[config.mk]
export PLATFORM = sky130hd
export DESIGN_NAME = codec_ctl_serial_writer
export DESIGN_NICKNAME = d
export VERILOG_FILES = /design/src/rtl/cw_pkg.sv /design/src/rtl/cw_req_check.sv /design/src/rtl/cw_phase_timer.sv /design/src/rtl/cw_frame_shreg.sv /design/src/rtl/cw_bit_sequencer.sv /design/src/rtl/codec_ctl_serial_writer.sv
export SDC_FILE = /design/constraint.sdc
export NUM_CORES = 1
export LEC_CHECK = 0
export BUFFER_PORTS_ARGS = -buffer_cell sky130_fd_sc_hd__clkbuf_2
export CORE_ASPECT_RATIO = 1.1
export CORE_MARGIN = 2
export CORE_UTILIZATION = 35
export DETAILED_ROUTE_END_ITERATION = 12
export PLACE_DENSITY_LB_ADDON = 0.3
export SLEW_MARGIN = 20
export SYNTH_ARGS = -nofsm -noshare
export SYNTH_HDL_FRONTEND = slang
export SYNTH_SLANG_ARGS = --single-unit
[constraint.sdc]
create_clock -name clk -period 5.75 [get_ports clk]
set_clock_uncertainty 0.05 [all_clocks]
set_input_delay 0.575 -clock clk [delete_from_list [all_inputs] [get_ports clk]]
set_output_delay 0.575 -clock clk [all_outputs]
set_load 0.02 [all_outputs]
[src/rtl/cw_pkg.sv]
// Package: shared constants, phase encoding and frame packing for the
// codec control-word writer.
// Assumes a fixed 16-bit word: device address, forced write bit, register, value.
package cw_pkg;
    localparam int           DEV_W    = 2;
    localparam logic [1:0]   DEV_ADDR = 2'b10;
    localparam int           REG_W    = 5;
    localparam int           DAT_W    = 8;
    localparam int           FRAME_W  = DEV_W + 1 + REG_W + DAT_W;

    typedef enum logic [2:0] {
        PH_IDLE  = 3'd0,
        PH_PRE   = 3'd1,
        PH_CSON  = 3'd2,
        PH_CLKLO = 3'd3,
        PH_DATA  = 3'd4,
        PH_CLKHI = 3'd5,
        PH_POST  = 3'd6
    } phase_e;

    // Assemble the word that is shifted out MSB first.
    function automatic logic [FRAME_W-1:0] pack_frame(
        input logic [REG_W-1:0] r,
        input logic [DAT_W-1:0] d
    );
        return {DEV_ADDR, 1'b1, r, d};
    endfunction
endpackage

[src/rtl/cw_req_check.sv]
// Request check: accepts a start only while idle and only for an in-range
// chip index. Rejected idle requests produce a one-cycle error pulse.
// Assumes start_i is sampled on the rising clock edge.
module cw_req_check #(
    parameter int IDX_W   = 3,
    parameter int MAX_IDX = 3
) (
    input  logic             clk,
    input  logic             rst_n,
    input  logic             start_i,
    input  logic [IDX_W-1:0] chip_i,
    input  logic             busy_i,
    output logic             accept_o,
    output logic             sel_o,
    output logic             err_o
);
    localparam logic [IDX_W-1:0] LIMIT = IDX_W'(MAX_IDX);

    logic idx_ok;
    logic err_q;

    // Decode whether the request may start and which select it uses.
    always_comb begin
        idx_ok   = (chip_i <= LIMIT);
        accept_o = start_i && !busy_i && idx_ok;
        sel_o    = (chip_i != '0);
    end

    // Register the rejection pulse for an out-of-range idle request.
    always_ff @(posedge clk) begin
        if (!rst_n) err_q <= 1'b0;
        else        err_q <= start_i && !busy_i && !idx_ok;
    end

    assign err_o = err_q;
endmodule

[src/rtl/cw_phase_timer.sv]
// Phase timer: a down-counter reloaded at each phase entry, flagging when
// the current phase has lasted WAIT_CYC cycles.
// Assumes restart_i is pulsed on the edge that enters a new phase.
module cw_phase_timer #(
    parameter int WAIT_CYC = 12500
) (
    input  logic clk,
    input  logic rst_n,
    input  logic restart_i,
    output logic expire_o
);
    localparam int            CNT_W = (WAIT_CYC > 1) ? $clog2(WAIT_CYC) : 1;
    localparam logic [CNT_W-1:0] LOAD = CNT_W'(WAIT_CYC - 1);

    logic [CNT_W-1:0] cnt_q;

    // Reload on phase entry, otherwise count down to zero and hold.
    always_ff @(posedge clk) begin
        if (!rst_n)           cnt_q <= '0;
        else if (restart_i)   cnt_q <= LOAD;
        else if (cnt_q != '0) cnt_q <= cnt_q - 1'b1;
    end

    assign expire_o = (cnt_q == '0);

    generate
        if (WAIT_CYC > 1) begin : g_chk

            restart_not_expired_chk: assert property (@(posedge clk) disable iff (!rst_n)
                restart_i |=> !expire_o);
        end
    endgenerate
endmodule

[src/rtl/cw_frame_shreg.sv]
// Frame shift register: loads the word on acceptance and moves the next
// bit into the MSB position on each shift request.
// Assumes load and shift are never requested in the same cycle.
module cw_frame_shreg #(
    parameter int FRAME_W = 16
) (
    input  logic               clk,
    input  logic               rst_n,
    input  logic               load_i,
    input  logic [FRAME_W-1:0] frame_i,
    input  logic               shift_i,
    output logic               msb_o
);
    logic [FRAME_W-1:0] sh_q;

    // Load the word or shift it left by one bit.
    always_ff @(posedge clk) begin
        if (!rst_n)       sh_q <= '0;
        else if (load_i)  sh_q <= frame_i;
        else if (shift_i) sh_q <= {sh_q[FRAME_W-2:0], 1'b0};
    end

    assign msb_o = sh_q[FRAME_W-1];
endmodule

[src/rtl/cw_bit_sequencer.sv]
// Bit sequencer: walks the idle hold, select assertion, 16 three-phase
// bit cells and the final idle hold, driving registered link lines.
// Assumes expire_i rises after each phase has lasted its full interval.
module cw_bit_sequencer
    import cw_pkg::*;
#(
    parameter int FRAME_W = 16
) (
    input  logic       clk,
    input  logic       rst_n,
    input  logic       accept_i,
    input  logic       sel_i,
    input  logic       expire_i,
    input  logic       msb_i,
    output logic       restart_o,
    output logic       shift_o,
    output logic       busy_o,
    output logic       done_o,
    output logic       sclk_o,
    output logic       sdata_o,
    output logic [1:0] cs_n_o
);
    localparam int             NUM_CS = 2;
    localparam int             BIT_W  = $clog2(FRAME_W);
    localparam logic [BIT_W-1:0] LAST = BIT_W'(FRAME_W - 1);

    phase_e           ph_q;
    logic [BIT_W-1:0] bit_q;
    logic             sel_q;
    logic             sclk_q;
    logic             sdata_q;
    logic             done_q;
    logic [NUM_CS-1:0] cs_n_q;
    logic             go_cson;
    logic             go_post;

    // Phase-transition strobes shared by the select line flops.
    always_comb begin
        go_cson   = (ph_q == PH_PRE)   && expire_i;
        go_post   = (ph_q == PH_CLKHI) && expire_i && (bit_q == '0);
        shift_o   = (ph_q == PH_CLKHI) && expire_i && (bit_q != '0);
        restart_o = (ph_q == PH_IDLE) ? accept_i : expire_i;
        busy_o    = (ph_q != PH_IDLE);
    end

    // Main phase machine with clock, data and completion registers.
    always_ff @(posedge clk) begin
        if (!rst_n) begin
            ph_q    <= PH_IDLE;
            bit_q   <= '0;
            sel_q   <= 1'b0;
            sclk_q  <= 1'b1;
            sdata_q <= 1'b1;
            done_q  <= 1'b0;
        end else begin
            done_q <= 1'b0;
            case (ph_q)
                PH_IDLE: if (accept_i) begin
                    ph_q    <= PH_PRE;
                    sel_q   <= sel_i;
                    bit_q   <= LAST;
                    sclk_q  <= 1'b1;
                    sdata_q <= 1'b1;
                end
                PH_PRE: if (expire_i) ph_q <= PH_CSON;
                PH_CSON: if (expire_i) begin
                    ph_q   <= PH_CLKLO;
                    sclk_q <= 1'b0;
                end
                PH_CLKLO: if (expire_i) begin
                    ph_q    <= PH_DATA;
                    sdata_q <= msb_i;
                end
                PH_DATA: if (expire_i) begin
                    ph_q   <= PH_CLKHI;
                    sclk_q <= 1'b1;
                end
                PH_CLKHI: if (expire_i) begin
                    if (bit_q == '0) begin
                        ph_q    <= PH_POST;
                        sclk_q  <= 1'b1;
                        sdata_q <= 1'b1;
                    end else begin
                        ph_q   <= PH_CLKLO;
                        sclk_q <= 1'b0;
                        bit_q  <= bit_q - 1'b1;
                    end
                end
                PH_POST: if (expire_i) begin
                    ph_q   <= PH_IDLE;
                    done_q <= 1'b1;
                end
                default: ph_q <= PH_IDLE;
            endcase
        end
    end

    generate
        for (genvar i = 0; i < NUM_CS; i++) begin : g_cs
            // Select line i: falls on select phase entry when chosen, rises at frame end.
            always_ff @(posedge clk) begin
                if (!rst_n)                            cs_n_q[i] <= 1'b1;
                else if (go_cson && (sel_q == 1'(i)))  cs_n_q[i] <= 1'b0;
                else if (go_post)                      cs_n_q[i] <= 1'b1;
            end


            cs_fall_idle_chk: assert property (@(posedge clk) disable iff (!rst_n)
                $fell(cs_n_q[i]) |-> (sclk_q && sdata_q));
        end
    endgenerate

    assign sclk_o  = sclk_q;
    assign sdata_o = sdata_q;
    assign cs_n_o  = cs_n_q;
    assign done_o  = done_q;


    data_move_clk_low_chk: assert property (@(posedge clk) disable iff (!rst_n)
        ((~&cs_n_q) && $past(~&cs_n_q) && (sdata_q != $past(sdata_q)))
            |-> (!sclk_q && !$past(sclk_q)));


    done_after_busy_chk: assert property (@(posedge clk) disable iff (!rst_n)
        done_q |-> (!busy_o && $past(busy_o)));


    frame_end_all_high_chk: assert property (@(posedge clk) disable iff (!rst_n)
        $rose(cs_n_q[0] & cs_n_q[1]) |-> (sclk_q && sdata_q));
endmodule

[src/rtl/codec_ctl_serial_writer.sv]
// Top: codec control-word serial writer. Joins request check, phase timer,
// frame shift register and bit sequencer.
// Assumes a single clock domain and a synchronous active-low reset.
module codec_ctl_serial_writer
    import cw_pkg::*;
#(
    parameter int WAIT_CYC = 12500,
    parameter int IDX_W    = 3,
    parameter int MAX_IDX  = 3
) (
    input  logic             clk,
    input  logic             rst_n,
    input  logic             start_i,
    input  logic [IDX_W-1:0] chip_i,
    input  logic [REG_W-1:0] reg_i,
    input  logic [DAT_W-1:0] data_i,
    output logic             busy_o,
    output logic             done_o,
    output logic             err_o,
    output logic             sclk_o,
    output logic             sdata_o,
    output logic             cs0_n_o,
    output logic             cs1_n_o
);
    logic               accept;
    logic               sel;
    logic               busy;
    logic               restart;
    logic               expire;
    logic               shift;
    logic               msb;
    logic [1:0]         cs_n;
    logic [FRAME_W-1:0] frame;

    // Build the outgoing word from the request fields.
    always_comb frame = pack_frame(reg_i, data_i);

    cw_req_check #(.IDX_W(IDX_W), .MAX_IDX(MAX_IDX)) u_req (
        .clk      (clk),
        .rst_n    (rst_n),
        .start_i  (start_i),
        .chip_i   (chip_i),
        .busy_i   (busy),
        .accept_o (accept),
        .sel_o    (sel),
        .err_o    (err_o)
    );

    cw_phase_timer #(.WAIT_CYC(WAIT_CYC)) u_tmr (
        .clk       (clk),
        .rst_n     (rst_n),
        .restart_i (restart),
        .expire_o  (expire)
    );

    cw_frame_shreg #(.FRAME_W(FRAME_W)) u_shreg (
        .clk     (clk),
        .rst_n   (rst_n),
        .load_i  (accept),
        .frame_i (frame),
        .shift_i (shift),
        .msb_o   (msb)
    );

    cw_bit_sequencer #(.FRAME_W(FRAME_W)) u_seq (
        .clk       (clk),
        .rst_n     (rst_n),
        .accept_i  (accept),
        .sel_i     (sel),
        .expire_i  (expire),
        .msb_i     (msb),
        .restart_o (restart),
        .shift_o   (shift),
        .busy_o    (busy),
        .done_o    (done_o),
        .sclk_o    (sclk_o),
        .sdata_o   (sdata_o),
        .cs_n_o    (cs_n)
    );

    assign busy_o  = busy;
    assign cs0_n_o = cs_n[0];
    assign cs1_n_o = cs_n[1];


    cs_exclusive_chk: assert property (@(posedge clk) disable iff (!rst_n)
        (cs0_n_o || cs1_n_o));


    err_no_xfer_chk: assert property (@(posedge clk) disable iff (!rst_n)
        err_o |-> (!busy_o && cs0_n_o && cs1_n_o));
endmodule

* Yosys cells after proc, flatten, opt, wreduce, memory -nomap -nowiden
Cells that the tools add are included.
** Cells by class
- $add $sub $neg :: 2
- Order comparisons :: 1
- Eq/ne operators :: 15
- Mux-type cells :: 32
- Bitwise gates (word level) :: 2
- Reduce and logical (&&, ||, !) cells :: 33
** Operator list (number)
- $mux 16 :: 2
- $mux 14 :: 2
- $mux 3 :: 8
- $pmux 3 s7 :: 1
- $logic_not 14->1 :: 1
- $ne 2x1->1 const B :: 7
- $reduce_bool 14->1 :: 1
- $sub 14x1->14 const B :: 1
- $mux 1 :: 13
- $mux 4 :: 3
- $reduce_and 5->1 :: 2
- $reduce_bool 2->1 :: 5
- $eq 3x3->1 const B :: 3
- $logic_and 1x1->1 :: 9
- $reduce_bool 3->1 :: 3
- $pmux 4 s2 :: 1
- $reduce_bool 4->1 :: 2
- $reduce_and 7->1 :: 1
- $eq 3x2->1 const B :: 2
- $logic_not 4->1 :: 1
- $ne 2x2->1 const B :: 2
- $pmux 1 s4 :: 1
- $reduce_and 2->1 :: 2
- $reduce_and 4->1 :: 1
- 8 further kinds :: 11
** Storage, ports and cells
- Bits in registers :: 44
- Bits of input ports :: 19
- Output and inout bits :: 7
- Word-level logic and storage cells :: 98

* Depth between registers and ports, before layout
Gate-level depths: netlist of the first run.
- Depth in word-level cells :: 6
- Gate-level depth with buffers :: 9
- Depth with buffers taken out :: 7

* Cells and area by module
A second synthesis of the first run with hierarchy kept.
** Unflattened totals
- Cell total of the unflattened synthesis :: 247
- Area total of the unflattened synthesis :: 2468.6 sq um
** By module, submodules not included
- cw_frame_shreg :: instances 1, cells an instance 70, area an instance 842.1 sq um, seq. area each 320.3 sq um
- cw_phase_timer :: instances 1, cells an instance 89, area an instance 814.5 sq um, seq. area each 280.3 sq um
- cw_bit_sequencer :: instances 1, cells an instance 82, area an instance 759.5 sq um, seq. area each 260.2 sq um
- cw_req_check :: instances 1, cells an instance 4, area an instance 45.0 sq um, seq. area each 20.0 sq um
- codec_ctl_serial_writer :: instances 1, cells an instance 2, area an instance 7.5 sq um, seq. area each 0.0 sq um

* Least setup slack after synthesis of the first run
OpenSTA, ideal clock, no wires.
- Kind :: reg-to-reg
- Start point :: register u_seq.bit_q[0]
- End point :: register u_shreg.sh_q[10]
- Library setup time :: 88 ps
- Data arrival time :: 1819 ps
- Required time :: 5612 ps
- Setup slack :: 3793 ps
- Stages on the path, launching flop included :: 10
- Path buffers :: 3
- Period minus slack after synthesis :: 1957 ps
- Path through :: dfxtp_1 > inv_1 > ha_1 > or3b_4 > nor2b_1 > buf_6 > o22a_4 > buf_6 > buf_6 > a311oi_2
** On the way
- Longest elaborated chain between the ends :: 3
** Ends and longest elaborated chain
- start: declaration :: line cw_bit_sequencer.sv:28 : logic [BIT_W-1:0] bit_q;
- start signal: assignment :: line cw_bit_sequencer.sv:86 : bit_q <= bit_q - 1'b1;
- $reduce_bool 4->1 :: line cw_bit_sequencer.sv:41 : shift_o = (ph_q == PH_CLKHI) && expire_i && (bit_q != '0);
- $logic_and 1x1->1 :: line cw_bit_sequencer.sv:41
- $reduce_bool 2->1 (no source line)
- end signal: assignment :: line cw_frame_shreg.sv:19 : else if (load_i) sh_q <= frame_i;
- end signal: assignment :: line cw_frame_shreg.sv:20 : else if (shift_i) sh_q <= {sh_q[FRAME_W-2:0], 1'b0};
- end: declaration :: line cw_frame_shreg.sv:14 : logic [FRAME_W-1:0] sh_q;
Every way passes these cells.
A chain may end at the register's enable or synchronous reset.

* Final worst setup path of the first run
- Start point :: register u_tmr.cnt_q[0]
- End point :: register u_shreg.sh_q[1]
** On the way
- Longest elaborated chain between the ends :: 4
** Ends and longest elaborated chain
- start: declaration :: line cw_phase_timer.sv:15 : logic [CNT_W-1:0] cnt_q;
- start signal: assignment :: line cw_phase_timer.sv:21 : else if (cnt_q != '0) cnt_q <= cnt_q - 1'b1;
- $logic_not 14->1 :: line cw_phase_timer.sv:24 : assign expire_o = (cnt_q == '0);
- $logic_and 1x1->1 (2 in a row) :: line cw_bit_sequencer.sv:41
- $reduce_bool 2->1 (no source line)
Every way passes these cells.

==> results of run 1 <==
[state kept, by name (all words and copies together) (netlist names)]
name           flops
u_seq.ph_q         3
u_seq.done_o       1
u_seq.sdata_o      1
u_seq.sclk_o       1
u_seq.cs_n_o       2
u_seq.sel_q        1
u_req.err_o        1
u_seq.bit_q        4
u_shreg.sh_q      16
u_tmr.cnt_q       14
[cells in the mapped netlist, drive strengths merged (3+ instances only)]
cell type / number / share of area [%]
buf: 8 / 3.2
dfxtp: 44 / 40
xnor2: 4 / 1.6
or3: 5 / 1.4
nor3: 12 / 2.7
a311oi: 14 / 9.2
ha: 3 / 1.7
nor2b: 3 / 0.85
o21ai: 8 / 1.8
mux2i: 3 / 1.4
a21oi: 19 / 4.3
clkbuf: 9 / 1.5
xor2: 5 / 2.0
nor2: 28 / 4.8
nand2: 45 / 7.6
o22a: 3 / 1.6
inv: 7 / 1.2
nand3: 6 / 1.4
[metrics by stage]
step           utilization [%]  cell area (µm²)  worst slack, ns  power (mW)  hold WS (ns)
3_5_place_dp              37.9             2330             3.16       0.835         0.405
5_1_grt                   40.0             2460             2.88        1.17         0.457
4_1_cts                   40.0             2460             3.14        1.10         0.425
2_1_floorplan                -             2210             3.79       0.766         0.386
6_report                  40.0             2460             3.11        1.09         0.416
3_3_place_gp              37.9             2330             3.21       0.831         0.401
[worst max-delay path by stage]
stage / start / to / slack [ns] / depth (start not counted)
global route: u_tmr.cnt_q[0] / u_shreg.sh_q[1] / 2.88 / 7
CTS: u_tmr.cnt_q[0] / u_shreg.sh_q[4] / 3.14 / 7
floorplan: u_seq.bit_q[0] / u_shreg.sh_q[10] / 3.79 / 9
global placement: u_tmr.cnt_q[0] / u_shreg.sh_q[8] / 3.21 / 7
detailed placement: u_tmr.cnt_q[0] / u_shreg.sh_q[4] / 3.16 / 7
finish: u_tmr.cnt_q[0] / u_shreg.sh_q[1] / 3.11 / 7
[layout make-up]
class / instances / area share, %
Multi-Input combinational cell: 187 / 48.8
Sequential cell: 44 / 35.8
Timing Repair Buffer: 25 / 5.09
Tap cell: 80 / 4.07
Clock buffer: 7 / 3.92
Clock inverter: 1 / 1.22
Inverter: 7 / 1.07
[power by group]
group	switching [mW]	internal [mW]	total, mW
clock network	0.107	0.153	0.260
registers	0.0699	0.368	0.438
logic	0.225	0.166	0.390
[cell families after synthesis]
| group | Yosys count |
|---|---|
| buffers and inverters | 24 |
| XOR/XNOR | 9 |
| multiplexers | 3 |
| AO/OA/AOI/OAI | 56 |
| AND/OR/NAND/NOR | 116 |
| adder cells (fa/ha/maj) | 3 |
| flip-flops | 44 |
[layer usage]
layer  global-route usage, %  share of wire (%)  up-vias
li1                        -                  -      935
met5                       0                  0        -
met3                    3.73                4.4        6
met1                    18.4                 48      830
met2                    24.6                 46       32
met4                    4.62                1.5        0
==> metrics.cfg, run 1 <==
[final_layout]
syn_to_final_growth_pct=11.2
multi_input_area_um2=1200
layout-drive-gt1-share_pct=19.9
stdcell_count=351
diodes=0
fin_nets=292
layout_commonest_cell=nand2_1
layout_common_cells=nand2_1, dfxtp_1, nor2_1
seqCellArea_um2=881
fillCellCount=664

[setup_path]
rr_startpoint=u_tmr.cnt_q[0]
path_cells=inv_1, ha_1, nor3b_1, and4_1, o22a_4, nor2_1, a311oi_2
r2r-end=u_shreg.sh_q[1]
cpPeakStageDelay_ns=0.72
crit_family=simple AND/OR/NAND/NOR gates
r2r.worst_path.cells=7
crit_required_ns=5.92
path_buf_inv=1
cp_max_fo=29
worstSetupPathType=register to register
crit_arrival_ns=2.81
worst-r2r-setup-slack_ns=3.11
end_kind=register
crit_slowest_cell=and4_1
critPathLaunchType=register

[grt]
grt_antenna_before_repair=0
gr-usage-all-layers_pct=14.6
grt_max_degree=30
globalRoute.totalOverflow=0
grt_pass1_wl_um=7990
first_global_vias=1699

[logic_synthesis]
syn_inst=255
synth-compound-area-share_pct=22.4
synth_edf_count=0
avgSynthCellArea_um2=8.67
syn-cell-area_um2=2210
synth_flop_cell=dfxtp_1
synthesis.nets=277
synth.mux.area_fraction_pct=1.36
ys_warn_count=0
synth_top_family_by_area=simple AND/OR/NAND/NOR gates
yosys.area_share.simple_pct=25.3
ys_ff_latch=44
synth_cell_types=44
synthAdderAreaFrac_pct=1.70
synth_xor_area_share_pct=3.56
ys_seq_area_share_pct=39.8
async_flop_share_pct=0

[route]
dr.pass1.iters=4
vias=1803
drtIter0Drc=92
finalWirelength_um=4580
drc=0
wire_per_inst_um=13.0
viasPerCell=5.14
ant_nets=0

[timing]
hold_viol_final=0
max_clock_freq_mhz=379
slew_viol_final=0
worst_pin_slew_ns=0.758
setup_viol=0
fin_setup_tns_ns=0
rsz0062_at_grt=no
finalCritPeriodShare_pct=45.9
min_period_ns=2.64
relSlewSlack_pct=49.3

[floorplan]
die_h_um=87.4
num_rows=30
core_area_um2=6160
dieArea_um2=6970
initial_utilization_pct=35.9
die_width_um=79.8
ios=26

[cts]
cts_buffers=5
hold_buffers=0
cts_root_buf=clkbuf_8
post-cts-setup-buffers=0
clock_path_buffers=2
clock_sinks=44
tritoncts=yes
path_clk_slew_ns=0.08
htree_levels=2
clk_latency_ns=0.30
post_cts_resized=0

[placed_design]
dp_hpwl_um=3040
gp_congestion=0.759
portBuffers=25
dp.cells=343

[status]
status=finished clean

[power]
p_leak_nw=0.896
power_density_nw_per_um2=442
irDropWorstVdd_uv=139

[worst_hold_path]
min_from=u_seq.cs_n_o[0]
min_path_cells=1
hp-class=register to register
whs_endpoint=u_seq.cs_n_o[0]

[run]
maxCapViolations=0

Power figures use the tool's default switching activity.
==> inputs of run 2 (changes only) <==
--- a/config.mk
+++ b/config.mk
@@ -5,6 +5,7 @@
 export SDC_FILE = /design/constraint.sdc
 export NUM_CORES = 1
 export LEC_CHECK = 0
+export ABC_AREA = 1
 export BUFFER_PORTS_ARGS = -buffer_cell sky130_fd_sc_hd__clkbuf_2
 export CORE_ASPECT_RATIO = 1.1
 export CORE_MARGIN = 2
==> constraint.sdc (replaced) <==
create_clock -name clk -period 2.2 [get_ports clk]
set_clock_uncertainty 0.05 [all_clocks]
set_input_delay 0.22 -clock clk [delete_from_list [all_inputs] [get_ports clk]]
set_output_delay 0.22 -clock clk [all_outputs]
set_load 0.02 [all_outputs]
==> metrics.cfg, run 2 <==
[cts]
clock_path_buffers=2
path_clk_slew_ns=0.09
cts_buffers=5
clock_sinks=44
cts_root_buf=clkbuf_8
post-cts-setup-buffers=0
post_cts_resized=0
htree_levels=2
tritoncts=yes
clk_latency_ns=0.30
hold_buffers=0

[setup_path]
cp_max_fo=11
crit_arrival_ns=2.04
end_kind=register
crit_required_ns=2.34
worstSetupPathType=register to register
critPathLaunchType=register

[floorplan]
dieArea_um2=7270
ios=26
initial_utilization_pct=35.7
core_area_um2=6480
die_width_um=81.5
die_h_um=89.2
num_rows=31

[final_layout]
layout_common_cells=nand2_1, nor2_1, dfxtp_1
largest_register_ffs=16
largest-register=u_shreg.sh_q
seqCellArea_um2=881
diodes=0
fillCellCount=664
multi_input_area_um2=1210
fin_nets=371
top_regs=u_shreg.sh_q: 16 flops, u_tmr.cnt_q: 14 flops, u_seq.bit_q: 4 flops
layout_commonest_cell=nand2_1
layout-drive-gt1-share_pct=15.4
syn_to_final_growth_pct=11.5

[logic_synthesis]
synth_flop_cell=dfxtp_1
avgSynthCellArea_um2=7.09
synth_commonest_cells=nand2_1, dfxtp_1, nor2_1, nand3_1, inv_1
ys_warn_count=0
synth_xor_area_share_pct=2.65
synth_area_leader_cell=dfxtp_1
ys_ff_latch=44
synth.mux.area_fraction_pct=0
synthTopCellsByArea=dfxtp_1, nand2_1, nor2_1
yosysTopAreaCellShare_pct=38.1
synth-compound-area-share_pct=13.8
syn-cell-area_um2=2310
synthesis.nets=348
yosys.area_share.simple_pct=34.3
syn_inst=326
async_flop_share_pct=0
synth_top_family_by_area=simple AND/OR/NAND/NOR gates
synthAdderAreaFrac_pct=1.62
synth_cell_types=37
ys_seq_area_share_pct=38.1
synth_edf_count=0
yosysMostFrequentCell=nand2_1

[route]
wire_per_inst_um=11.2
finalWirelength_um=4820
dr.pass1.iters=4
vias=2105
viasPerCell=4.87
drtIter0Drc=165
ant_nets=0
drc=0

[power]
irDropWorstVdd_uv=444
p_leak_nw=1.15
power_density_nw_per_um2=1330

[timing]
min_period_ns=1.89
whs_ns=0.102
finalCritPeriodShare_pct=86.1
max_clock_freq_mhz=528
fin_setup_tns_ns=0
setup_viol=0
rsz0062_at_grt=no
hold_viol_final=0
slew_viol_final=0
worst_pin_slew_ns=0.378
relSlewSlack_pct=74.8

[grt]
grt_pass1_wl_um=8000
grt_max_degree=31
first_global_vias=1836
grt_antenna_before_repair=0
gr-usage-all-layers_pct=14.2
globalRoute.totalOverflow=0

[placed_design]
dp_hpwl_um=3500
gp_congestion=0.859
portBuffers=25

[run]
maxCapViolations=0

[status]
status=finished clean

[worst_hold_path]
hp-class=input port to register

==> run 2: cell count changes in the layout (fill, tap and decap cells not counted), sizes merged, moves of 3 or more <==
| cell | before | now |
|---|---|---|
| inv | 7 | 30 |
| a311oi | 14 | 0 |
| nand3 | 6 | 31 |
| nor2b | 3 | 0 |
| a21oi | 19 | 16 |
| nand4 | 2 | 6 |
| or3 | 5 | 0 |
| nor2 | 28 | 48 |
| nand2 | 45 | 74 |
| o22a | 3 | 0 |
| mux2i | 3 | 0 |
| o211ai | 0 | 3 |
| o21ai | 8 | 28 |
==> run 2: metal layers <==
layer	GRT usage, %	vias to the layer above	wire, µm
met4	5.24	0	57
met2	23.0	50	2210
li1	-	1117	-
met3	4.04	6	253
met5	0	-	0
met1	17.9	932	2290
==> run 2: cells by family after synthesis <==
logic type                 count (synthesis)
and+or+nand+nor                          174
buffers and inverters                     42
xor gates and xnor gates                   7
adders and majority gates                  3
DFF                                       44
AOI/OAI and AO/OA                         56
==> run 2: path summary, 6_finish.rpt <==
kind | start | to | slack, ns | cells past startpoint
max | u_tmr.cnt_q[0] | u_tmr.cnt_q[5] | 0.31 | 9
min | data_i[0] | u_shreg.sh_q[0] | 0.10 | 3
max reg2reg | u_tmr.cnt_q[0] | u_tmr.cnt_q[5] | 0.31 | 9
min reg2reg | u_seq.sdata_o | u_seq.sdata_o | 0.41 | 2
==> run 2: area by class of cell <==
cell class	instances	share of cell area (%)
Multi-Input combinational cell	240	47.0
Sequential cell	44	34.2
Timing Repair Buffer	27	5.44
Inverter	31	4.51
Tap cell	82	3.98
Clock buffer	7	3.74
Clock inverter	1	1.17
==> run 2: stage by stage <==
stage | power [mW] | utilization [%] | setup WS [ns] | area (µm²) | instances
after CTS | 3.44 | 39.8 | 0.291 | 2580 | 432
after global placement | 2.75 | 37.8 | 0.311 | 2450 | 424
final | 3.42 | 39.8 | 0.307 | 2580 | 432
after detailed placement | 2.75 | 37.8 | 0.312 | 2450 | 424
after global routing | 3.73 | 39.8 | 0.116 | 2580 | 432
after floorplan | 2.49 | - | 0.633 | 2310 | 326
==> run 2: worst max-delay path: stages, from the launching register on <==
cell and delay (ns):
dfxtp_1 0.34, inv_1 0.12, ha_1 0.18, nand3_1 0.12, nor2_1 0.18, nand2_1 0.28, nand2_1 0.20, nand2_4 0.10
nand2_2 0.15, nor2_1 0.07
==> run 2: where the power goes <==
group / switching (mW) / internal [mW]
Combinational: 1.01 / 0.564
Clock: 0.284 / 0.401
Sequential: 0.165 / 0.992
Total: 1.46 / 1.96
==> inputs of run 3 (changes only) <==
--- a/config.mk
+++ b/config.mk
@@ -9,7 +9,7 @@
 export BUFFER_PORTS_ARGS = -buffer_cell sky130_fd_sc_hd__clkbuf_2
 export CORE_ASPECT_RATIO = 1.1
 export CORE_MARGIN = 2
-export CORE_UTILIZATION = 35
+export CORE_UTILIZATION = 37
 export DETAILED_ROUTE_END_ITERATION = 12
 export PLACE_DENSITY_LB_ADDON = 0.3
 export SLEW_MARGIN = 20
==> constraint.sdc (replaced) <==
create_clock -name clk -period 2.3 [get_ports clk]
set_clock_uncertainty 0.05 [all_clocks]
set_input_delay 0.23 -clock clk [delete_from_list [all_inputs] [get_ports clk]]
set_output_delay 0.23 -clock clk [all_outputs]
set_load 0.02 [all_outputs]
==> metrics.cfg, run 3 (synthesis gave the netlist of run 2 again) <==
[status]
status=finished clean

[timing]
fin_setup_tns_ns=0
min_period_ns=1.95
slew_viol_final=0
setup_viol=0
whs_ns=0.121
relSlewSlack_pct=72.1
max_clock_freq_mhz=514
worst_pin_slew_ns=0.415
rsz0062_at_grt=no
finalCritPeriodShare_pct=84.6
hold_viol_final=0

[setup_path]
critPathLaunchType=register
worst-r2r-setup-slack_ns=0.35
endpoint=u_tmr.cnt_q[2]
crit_required_ns=2.47
end_kind=register
cp-startpoint=u_tmr.cnt_q[0]
rr_startpoint=u_tmr.cnt_q[0]
r2r.worst_path.cells=9
r2r-end=u_tmr.cnt_q[2]
cp_max_fo=11
crit_arrival_ns=2.12
worstSetupPathType=register to register

[floorplan]
num_rows=30
ios=26
die_width_um=79.4
die_h_um=86.9
initial_utilization_pct=37.8
dieArea_um2=6890
core_area_um2=6120

[power]
irDropWorstVdd_uv=562
p_leak_nw=1.13
p_switching_mw=1.41
seqPwrFrac_pct=34.5
total_power_mw=3.22
swShare_pct=43.8
p_clk_share_pct=18.5
p_int_mw=1.81
share_comb_of_total_power_pct=47.0
power_density_nw_per_um2=1260

[final_layout]
syn_to_final_growth_pct=10.3
largest_register_ffs=16
layout_commonest_cell=nand2_1
largest-register=u_shreg.sh_q
fin_nets=370
diodes=0
stdcell_count=429
layout_common_cells=nand2_1, nor2_1, dfxtp_1
layout-drive-gt1-share_pct=14.9
design_area_um2=2550
top_regs=u_shreg.sh_q: 16 flops, u_tmr.cnt_q: 14 flops, u_seq.bit_q: 4 flops

[cts]
tritoncts=yes
hold_buffers=0
post-cts-setup-buffers=0
post_cts_resized=0
cts_root_buf=clkbuf_8
path_clk_slew_ns=0.09
clk_latency_ns=0.30
clock_sinks=44
cts_buffers=5
htree_levels=2
clock_path_buffers=2

[placed_design]
dp_hpwl_um=3700
portBuffers=25
dp.cells=421
gp_congestion=0.876
place_area_um2=2440

[grt]
globalRoute.totalOverflow=0
grt_pass1_wl_um=8740
grt_antenna_before_repair=0
gr-usage-all-layers_pct=15.7
first_global_vias=2015
grt_max_degree=31

[route]
drtIter0Drc=113
dr.pass1.iters=4
drc=0
viasPerCell=4.93
finalWirelength_um=5050
wire_per_inst_um=11.8
vias=2114
ant_nets=0

[worst_hold_path]
hp-class=input port to register

[run]
maxCapViolations=0

-- run 3: cell types whose count changed in the layout (fill, tap and decap cells not counted) --
cell      previous run  this run
clkbuf_8             7         5
buf_4                2         1
clkbuf_1             0         1
clkinv_2             0         1
-- run 3: worst max-delay path, stage by stage (launching register included) --
cell,delay (ns)
dfxtp_1,0.37
inv_1,0.10
ha_1,0.22
nand3_1,0.13
nor2_1,0.08
nand2_1,0.33
nand2_1,0.16
nand2_4,0.15
nand2_2,0.12
nor3_1,0.16
-- run 3: metrics by stage --
step / utilization, % / setup slack, ns
floorplan: - / 0.733
global placement: 39.9 / 0.367
detailed placement: 39.9 / 0.346
CTS: 41.7 / 0.316
global route: 41.7 / 0.121
finish: 41.7 / 0.355
-- run 3: power groups by stage --
stage               Clock, mW  Combinational, mW  Sequential (mW)
floorplan                   0               1.29             1.09
global placement            0               1.50             1.12
detailed placement          0               1.52             1.12
CTS                     0.605               1.52             1.11
global route            0.632               1.74             1.14
finish                  0.596               1.51             1.11
-- run 3: cell type report --
class / instances / area [µm²]
Fill cell: 640 / 3570
Inverter: 31 / 116
Sequential cell: 44 / 881
Multi-Input combinational cell: 240 / 1210
Tap cell: 80 / 100
Clock inverter: 2 / 35.0
Clock buffer: 6 / 72.6
Timing Repair Buffer: 26 / 133
-- run 3: routing by layer --
layer / global-route usage, % / vias up / share of wire [%]
li1: - / 1109 / -
met1: 19.8 / 956 / 47
met2: 26.1 / 45 / 47
met3: 4.15 / 4 / 5.7
met4: 4.86 / 0 / 0.83
met5: 0 / - / 0
-- run 3: how the worst min path moves through the flow --
stage                  endpoint             start  cells past startpoint
2_1_floorplan  u_shreg.sh_q[14]             rst_n                      2
3_3_place_gp      u_seq.sdata_o     u_seq.sdata_o                      2
3_5_place_dp   u_shreg.sh_q[14]  u_shreg.sh_q[14]                      2
4_1_cts         u_shreg.sh_q[0]         data_i[0]                      3
5_1_grt         u_shreg.sh_q[0]         data_i[0]                      3
6_report        u_shreg.sh_q[0]         data_i[0]                      3
